### src/rtl/dsa_pkg.sv
package dsa_pkg;
  typedef enum logic [1:0] {
    ST_IDLE  = 2'd0,
    ST_SVC_A = 2'd1,
    ST_SVC_B = 2'd2
  } arbState_t;

  typedef struct packed {
    logic takeA;
    logic takeB;
  } beatStrobe_t;
endpackage

### src/rtl/dsa_ctrl.sv
module dsa_ctrl
  import dsa_pkg::*;
(
  input  logic        clk,
  input  logic        rst,
  input  logic        validA,
  input  logic        validB,
  input  logic        startB,
  input  logic        endB,
  output logic        readyA,
  output logic        waitB,
  output beatStrobe_t strobe
);
  arbState_t curState, nxtState;

  always_ff @(posedge clk) begin
    if (rst) curState <= ST_IDLE;
    else     curState <= nxtState;
  end

  always_comb begin
    nxtState = curState;
    unique case (curState)
      ST_IDLE: begin
        if (validA)                nxtState = ST_SVC_A;
        else if (validB && startB) nxtState = ST_SVC_B;
      end
      ST_SVC_A: if (!validA)       nxtState = ST_IDLE;
      ST_SVC_B: if (validB && endB) nxtState = ST_IDLE;
      default:                      nxtState = ST_IDLE;
    endcase
  end

  always_comb begin
    readyA = (curState == ST_SVC_A);
    waitB  = (curState != ST_SVC_B);
    strobe.takeA = readyA && validA;
    strobe.takeB = !waitB && validB;
  end

  // A is only served while B is stalled
  a_r5_ready_needs_wait: assert property (@(posedge clk) disable iff (rst)
    readyA |-> waitB);
  // no A service inside an unfinished B packet
  a_r8_no_split: assert property (@(posedge clk) disable iff (rst)
    (!waitB && !(validB && endB)) |=> (!readyA && !waitB));
  // a beat without start cannot open B service from idle
  a_r9_stray_beat: assert property (@(posedge clk) disable iff (rst)
    (waitB && !readyA && !validA && validB && !startB) |=> waitB);
  // idle with an A request leads to A service
  a_r2_enter_a: assert property (@(posedge clk) disable iff (rst)
    (waitB && !readyA && validA) |=> readyA);
endmodule

### src/rtl/dsa_datapath.sv
module dsa_datapath
  import dsa_pkg::*;
#(
  parameter int DATA_W = 32
) (
  input  logic              clk,
  input  logic              rst,
  input  beatStrobe_t       strobe,
  input  logic [DATA_W-1:0] dataA,
  input  logic [DATA_W-1:0] dataB,
  output logic              validOut,
  output logic [DATA_W-1:0] dataOut,
  output logic              selA,
  output logic              selB
);
  logic              anyTake;
  logic [DATA_W-1:0] pickData;

  assign anyTake  = strobe.takeA | strobe.takeB;
  assign pickData = strobe.takeA ? dataA : dataB;

  always_ff @(posedge clk) begin
    if (rst) begin
      validOut <= 1'b0;
      selA     <= 1'b0;
      selB     <= 1'b0;
      dataOut  <= '0;
    end else begin
      validOut <= anyTake;
      selA     <= strobe.takeA;
      selB     <= strobe.takeB;
      if (anyTake) dataOut <= pickData;
    end
  end

  // an A handshake shows up one cycle later with its data
  a_r4_a_beat: assert property (@(posedge clk) disable iff (rst)
    strobe.takeA |=> (validOut && selA && !selB && dataOut == $past(dataA)));
  // a B acceptance shows up one cycle later with its data
  a_r7_b_beat: assert property (@(posedge clk) disable iff (rst)
    strobe.takeB |=> (validOut && selB && !selA && dataOut == $past(dataB)));
  // exactly one select flag per output beat
  a_r10_one_sel: assert property (@(posedge clk) disable iff (rst)
    validOut |-> ($countones({selA, selB}) == 1));
  // idle cycles keep the payload and raise nothing
  a_r10_hold: assert property (@(posedge clk) disable iff (rst)
    !anyTake |=> (!validOut && !selA && !selB && $stable(dataOut)));
endmodule

### src/rtl/dual_src_prio_arb.sv
module dual_src_prio_arb
  import dsa_pkg::*;
#(
  parameter int DATA_W = 32
) (
  input  logic              clk,
  input  logic              rst,
  input  logic              valid_a,
  input  logic [DATA_W-1:0] data_a,
  output logic              ready_a,
  input  logic              valid_b,
  input  logic [DATA_W-1:0] data_b,
  input  logic              start_b,
  input  logic              end_b,
  output logic              wait_b,
  output logic              valid_out,
  output logic [DATA_W-1:0] data_out,
  output logic              sel_a,
  output logic              sel_b
);
  beatStrobe_t beatStrobe;

  dsa_ctrl u_ctrl (
    .clk    (clk),
    .rst    (rst),
    .validA (valid_a),
    .validB (valid_b),
    .startB (start_b),
    .endB   (end_b),
    .readyA (ready_a),
    .waitB  (wait_b),
    .strobe (beatStrobe)
  );

  dsa_datapath #(.DATA_W(DATA_W)) u_dp (
    .clk      (clk),
    .rst      (rst),
    .strobe   (beatStrobe),
    .dataA    (data_a),
    .dataB    (data_b),
    .validOut (valid_out),
    .dataOut  (data_out),
    .selA     (sel_a),
    .selB     (sel_b)
  );

  // reset leaves no beat on the output
  a_r1_reset_quiet: assert property (@(posedge clk)
    rst |=> (!valid_out && !sel_a && !sel_b && !ready_a && wait_b));
endmodule

### config.mk
export PLATFORM = sky130hd
export DESIGN_NAME = dual_src_prio_arb
export DESIGN_NICKNAME = d
export VERILOG_FILES = /design/src/rtl/dsa_pkg.sv /design/src/rtl/dsa_ctrl.sv /design/src/rtl/dsa_datapath.sv /design/src/rtl/dual_src_prio_arb.sv
export SDC_FILE = /design/constraint.sdc
export NUM_CORES = 1
export LEC_CHECK = 0
export CAP_MARGIN = 15
export CELL_PAD_IN_SITES_DETAIL_PLACEMENT = 0
export CELL_PAD_IN_SITES_GLOBAL_PLACEMENT = 1
export CORE_MARGIN = 5
export CORE_UTILIZATION = 24
export CTS_BUF_LIST = sky130_fd_sc_hd__clkbuf_16
export CTS_CLUSTER_DIAMETER = 150
export DETAILED_ROUTE_END_ITERATION = 8
export HOLD_SLACK_MARGIN = 0.02
export PLACE_DENSITY_LB_ADDON = 0.1
export SETUP_SLACK_MARGIN = 0.3
export SYNTH_ARGS = -nofsm -noshare
export SYNTH_HDL_FRONTEND = slang
export SYNTH_SLANG_ARGS = --single-unit
### constraint.sdc
create_clock -name clk -period 1.6 [get_ports clk]
set_clock_uncertainty 0.15 [all_clocks]
set_input_delay 0.32 -clock clk [delete_from_list [all_inputs] [get_ports clk]]
set_output_delay 0.32 -clock clk [all_outputs]
set_load 0.03 [all_outputs]
[After elaboration in Yosys (flattened, before gate mapping)]
Cells that the tools add are included.
Cells by class
  equal/unequal tests: 6
  multiplexer cells: 6
  bitwise logic cells: 1
  reduce and logical (&&, ||, !) cells: 7
Operators with widths (number)
  32-bit two-way mux: 1
  2-bit two-way mux: 4
  2-bit one-hot mux with 3 select lines: 1
  1-bit logical AND: 4
  2-bit inequality test (second input constant): 2
  3-bit by 2-bit inequality test with 1-bit output (second input constant): 1
  3-bit AND reduction: 1
  2-bit by 1-bit == test with 1-bit output (second input constant): 1
  2-bit == test (second input constant): 1
  2-bit logical NOT: 1
  2-bit by 1-bit inequality test with 1-bit output (second input constant): 1
  1-bit logical NOT: 1
  1-bit OR: 1
Storage, ports and cells
  register bits: 37
  input port bits: 70
  output and inout port bits: 37
  word-level logic and storage cells: 25

[Logic depth before layout (Yosys ltp)]
  depth after elaboration: 4
  mapped depth: 5
  mapped depth without buffers: 3

[Cells and area by module]
From an unflattened synthesis, not the netlist that was laid out.
Unflattened totals
  cells, all modules: 161
  area, all modules: 1701.6 um^2
Modules (own cells, without submodules)
  dsa_datapath: times used 1, cells an instance 150, area each 1600.3 um^2, seq. area each 700.7 um^2
  dsa_ctrl: times used 1, cells an instance 11, area each 101.3 um^2, seq. area each 40.0 um^2

[Worst setup path before layout]
OpenSTA, ideal clock, no wires.
  path kind: register to register
  start point: register u_ctrl.curState[1]
  end point: register u_dp.dataOut[0]
  library setup time: 0.119 ns
  arrival time: 1.198 ns
  data required time: 1.331 ns
  slack: 0.133 ns
  cell stages (with the launch flop): 6
  path buffers: 2
  period minus slack after synthesis: 1.467 ns
  cell sequence: dfxtp_1 -> and3b_1 -> buf_6 -> nand2b_4 -> buf_6 -> o221a_1
Between the ends
  longest elaborated chain between the ends: 4
  elaborated cells on any way between the ends: 7
  classes of those cells: eq/ne: 2; mux: 1; bitwise: 1; reduce/logical: 3
RTL lines
  from (decl): RTL line dsa_ctrl.sv:14  | arbState_t curState, nxtState;
  from (signal assigned): RTL line dsa_ctrl.sv:18  | else curState <= nxtState;
  2-bit inequality test: RTL line dsa_ctrl.sv:36  | waitB = (curState != ST_SVC_B);
  1-bit logical NOT: RTL line dsa_ctrl.sv:38  | strobe.takeB = !waitB && validB;
  1-bit logical AND: RTL line dsa_ctrl.sv:38
  1-bit OR: RTL line dsa_datapath.sv:19  | assign anyTake = strobe.takeA | strobe.takeB;
  to (signal assigned): RTL line dsa_datapath.sv:32  | if (anyTake) dataOut <= pickData;
  to (decl): RTL line dsa_datapath.sv:12  | output logic [DATA_W-1:0] dataOut,
Parallel ways exist; a longest one is shown, timed or not.
A chain may end at the register's enable or synchronous reset.

[Final worst setup path]
  start point: register u_ctrl.curState[1]
  end point: output ready_a
Between the ends
  longest elaborated chain between the ends: 1
RTL lines
  2-bit by 1-bit == test with 1-bit output: RTL line dsa_ctrl.sv:35  | readyA = (curState == ST_SVC_A);
  to (decl): RTL line dual_src_prio_arb.sv:10  | output logic ready_a,
Every way passes these cells.

==> results.md <==
- Input and output buffers added on the ports amount to 106.
- The worst hold path passes through 2 cells.
- The run finished with clean final reports.
- Setup repair after global routing could not meet its margin everywhere.
- The clock-pin slew reported for the worst setup and hold paths after clock tree synthesis is 50 ps.
- The horizontal die dimension is 91.2 um.
- The mapped netlist covers ~1600 um2.
- The global routing stage identified its most utilized layer as met2.
- The logic depth of the worst register-to-register path is 5.
- The total of hold buffers inserted after clock tree synthesis is 0.
- The post-placement setup slack is -198 ps.
- The most frequent standard cell in the layout excluding fill and tap cells is sky130_fd_sc_hd__clkdlybuf4s50_1.
- The first routing iteration left 27 violations.
- The register bit count reported by yosys is 37.
- The highest clock rate is 667 MHz.
- The number of antenna violations at the first check in global routing is 0.
- Clock tree synthesis selected as its root buffer the cell sky130_fd_sc_hd__clkbuf_16.
- Leaving out fill and tap cells, the most frequent cells in the layout are sky130_fd_sc_hd__clkdlybuf4s50_1, sky130_fd_sc_hd__dfxtp_1, sky130_fd_sc_hd__inv_1, sky130_fd_sc_hd__a21oi_1, sky130_fd_sc_hd__o221a_1.
- The first-pass GRT wire length is 8.77 mm.
- TritonCTS built the clock tree.
- The total number of vias is 1601.
- The measured slew at the worst slew-check pin is between 150 and 200 ps.
- The number of nets in the synthesized netlist is 234.
- The die height is 91.2 um.
- The min-delay analysis places its worst path in the category register to register.
- The filler cells instantiated in the layout total approximately 640.
- The remaining number of nets flagged by the antenna check after routing is 0.
- The clock period could shrink to about 1500 ps.
- The detailed placement HPWL is 3.84 mm.
- The data required time at the worst endpoint is 1130 ps.
- Of the cells placed in the final design, the portion with a size suffix greater than 1 is 0.247.
- After technology mapping, the gate count stands at approximately 160.
- The relative slew slack is 0.880.
- The number of diodes is 0.
- The worst endpoint data arrival time is 1030 ps.
- The sum of routed wire length over all layers is 5.32 mm.
- CTS built an H-tree with a depth of 2.
- The first detailed-routing pass ran for 4 iterations.
- The number of endpoints failing setup at the final stage is 0.
- For this run, the post-layout net count is 348.
- The yosys synthesis warning count is 0.
- The hold violation total from the final report is 0.
- The post-route clock period utilization is 0.937.
- The post-synthesis cell type count is 24.
- The type of destination of the critical path is an output port.
- The maximum count of clock buffers along a single path is 2.
- The global routing usage on met3 is 0.0471.
- The number of global-route vias before repair came to ~1700.
- Max-cap violations in this run came to 0.
- Summed over all cells, the static leakage comes to 1.33 nW.
- The share of synthesized area occupied by flip-flops and latches is 0.468.
- The number of vias per cell is between 4 and 5.
- The total routing usage reported by global routing is 0.128.
- For this design, the sink count on the clock tree is 37.
- Counting the buffers created by CTS gives 5.
- The standard-cell row count is 29.
- Dividing the detail-routed wire length by the instance count gives 15.0 um.
- Entering global routing, the biggest net connects 38 pins.
- In this run the worst path has a maximum fanout of 4.
- The total power divided by cell area is between 900 and 1000 nW/um2.
- After floorplanning, the core was sized to cover 6390 um2.
- The total overflow left after global routing is 0.
- The kind of start point of the critical path is a register.
- The source-to-sink clock delay at the later pin of the worst-skew pair is 270 ps.
- The die area is 8320 um2.
- Final hold analysis gives a worst-case slack of 363 ps.
- Setup slack on the critical path of the routed design comes to 101 ps.
- The final weighted congestion of routability-driven global placement is 0.726.
- The count of pins over their slew limit is 0.
- The area growth from synthesis to layout is 85.9%.
- The worst-case IR drop observed on VDD is 0.000479 V.
- For met1 alone, demand over resource in global routing was 0.169.
- After detailed routing, the number of remaining DRC violations is 0.
- The per-instance average area after synthesis is 9.65 um2.
- The met2 usage in global routing is 0.198.
- The initial standard-cell utilization of the core is 0.248.
- The I/O pin count is 107.
- The category of the critical setup timing path is register to output port.
[metrics by stage]
stage | setup TNS (ps) | instance area [um2] | std cells | total power, mW | util
after CTS | 0 | 2830 | 355 | 2.72 | 0.444
final | 0 | 2940 | 356 | 2.72 | 0.461
after global placement | -5730 | 2800 | 346 | 1.65 | 0.438
after global routing | 0 | 2940 | 356 | 2.85 | 0.461
after detailed placement | -6000 | 2800 | 346 | 1.65 | 0.438
after floorplan | 0 | 1580 | 164 | 1.30 | -
[critical path, stage by stage (launching register included)]
cell	delay, ps
sky130_fd_sc_hd__dfxtp_2	320
sky130_fd_sc_hd__buf_6	120
sky130_fd_sc_hd__and2b_1	200
sky130_fd_sc_hd__buf_6	130
[area by class of cell]
type / instances / area [um2] / share of cell area
timing repair buffer: 121 / 1160 / 0.394
clock inverter: 3 / 41.3 / 0.0140
multi-input combinational: 79 / 651 / 0.221
tap: 77 / 96.3 / 0.0327
clock buffer: 5 / 125 / 0.0425
sequential: 37 / 743 / 0.253
inverter: 34 / 128 / 0.0434
[registers in the layout (all words and copies together), names as in the netlist]
signal and flops:
u_dp.selA 1, u_dp.selB 1, u_dp.dataOut 32, u_ctrl.curState 2, u_dp.validOut 1
[synth_stat cells, drive strengths merged]
library cell	instances	share of area
inv	34	0.081
nor3	1	0.0032
clkbuf	5	0.012
o221a	31	0.22
a21oi	32	0.10
and2b	1	0.0047
nand3b	1	0.0071
a221oi	1	0.0055
a2bb2oi	1	0.0055
or2b	1	0.0047
nor2b	2	0.0079
and3b	1	0.0055
a31oi	1	0.0040
nor4	1	0.0040
dfxtp	37	0.47
and3	1	0.0040
or2	1	0.0040
nor2	1	0.0024
buf	9	0.043
nand2b	2	0.013
[where the power goes]
part,internal (mW),switching (mW)
Combinational,0.331,0.269
Sequential,0.983,0.0350
Clock,0.729,0.370
[timing repair]
action	CTS	global route
pin swaps	0	4
setup endpoints to repair	72	64
buffers inserted	1	1
resized for setup	192	54
[per-layer routing]
layer | share of wire | wire [um] | vias to the layer above
li1 | - | - | 815
met1 | 0.47 | 2500 | 716
met2 | 0.44 | 2340 | 63
met3 | 0.080 | 426 | 7
met4 | 0.011 | 57 | 0
met5 | 0 | 0 | -
[cell families (layout without fill, tap and decap cells)]
kind of cell,after synthesis,in the layout,share of synthesized area
flops,37,37,0.468
buf+inv,48,163,0.135
simple gates,13,13,0.0601
compound gates,66,66,0.337
[final timing paths]
| kind | from | end | slack, ps |
|---|---|---|---|
| worst max register to register | u_ctrl.curState[1] | u_dp.dataOut[3] | 130 |
| worst max-delay path | u_ctrl.curState[1] | ready_a | 100 |
| worst min-delay path | u_ctrl.curState[0] | u_ctrl.curState[1] | 360 |
| worst min register to register | u_ctrl.curState[0] | u_ctrl.curState[1] | 360 |
Power figures use the tool's default switching activity.
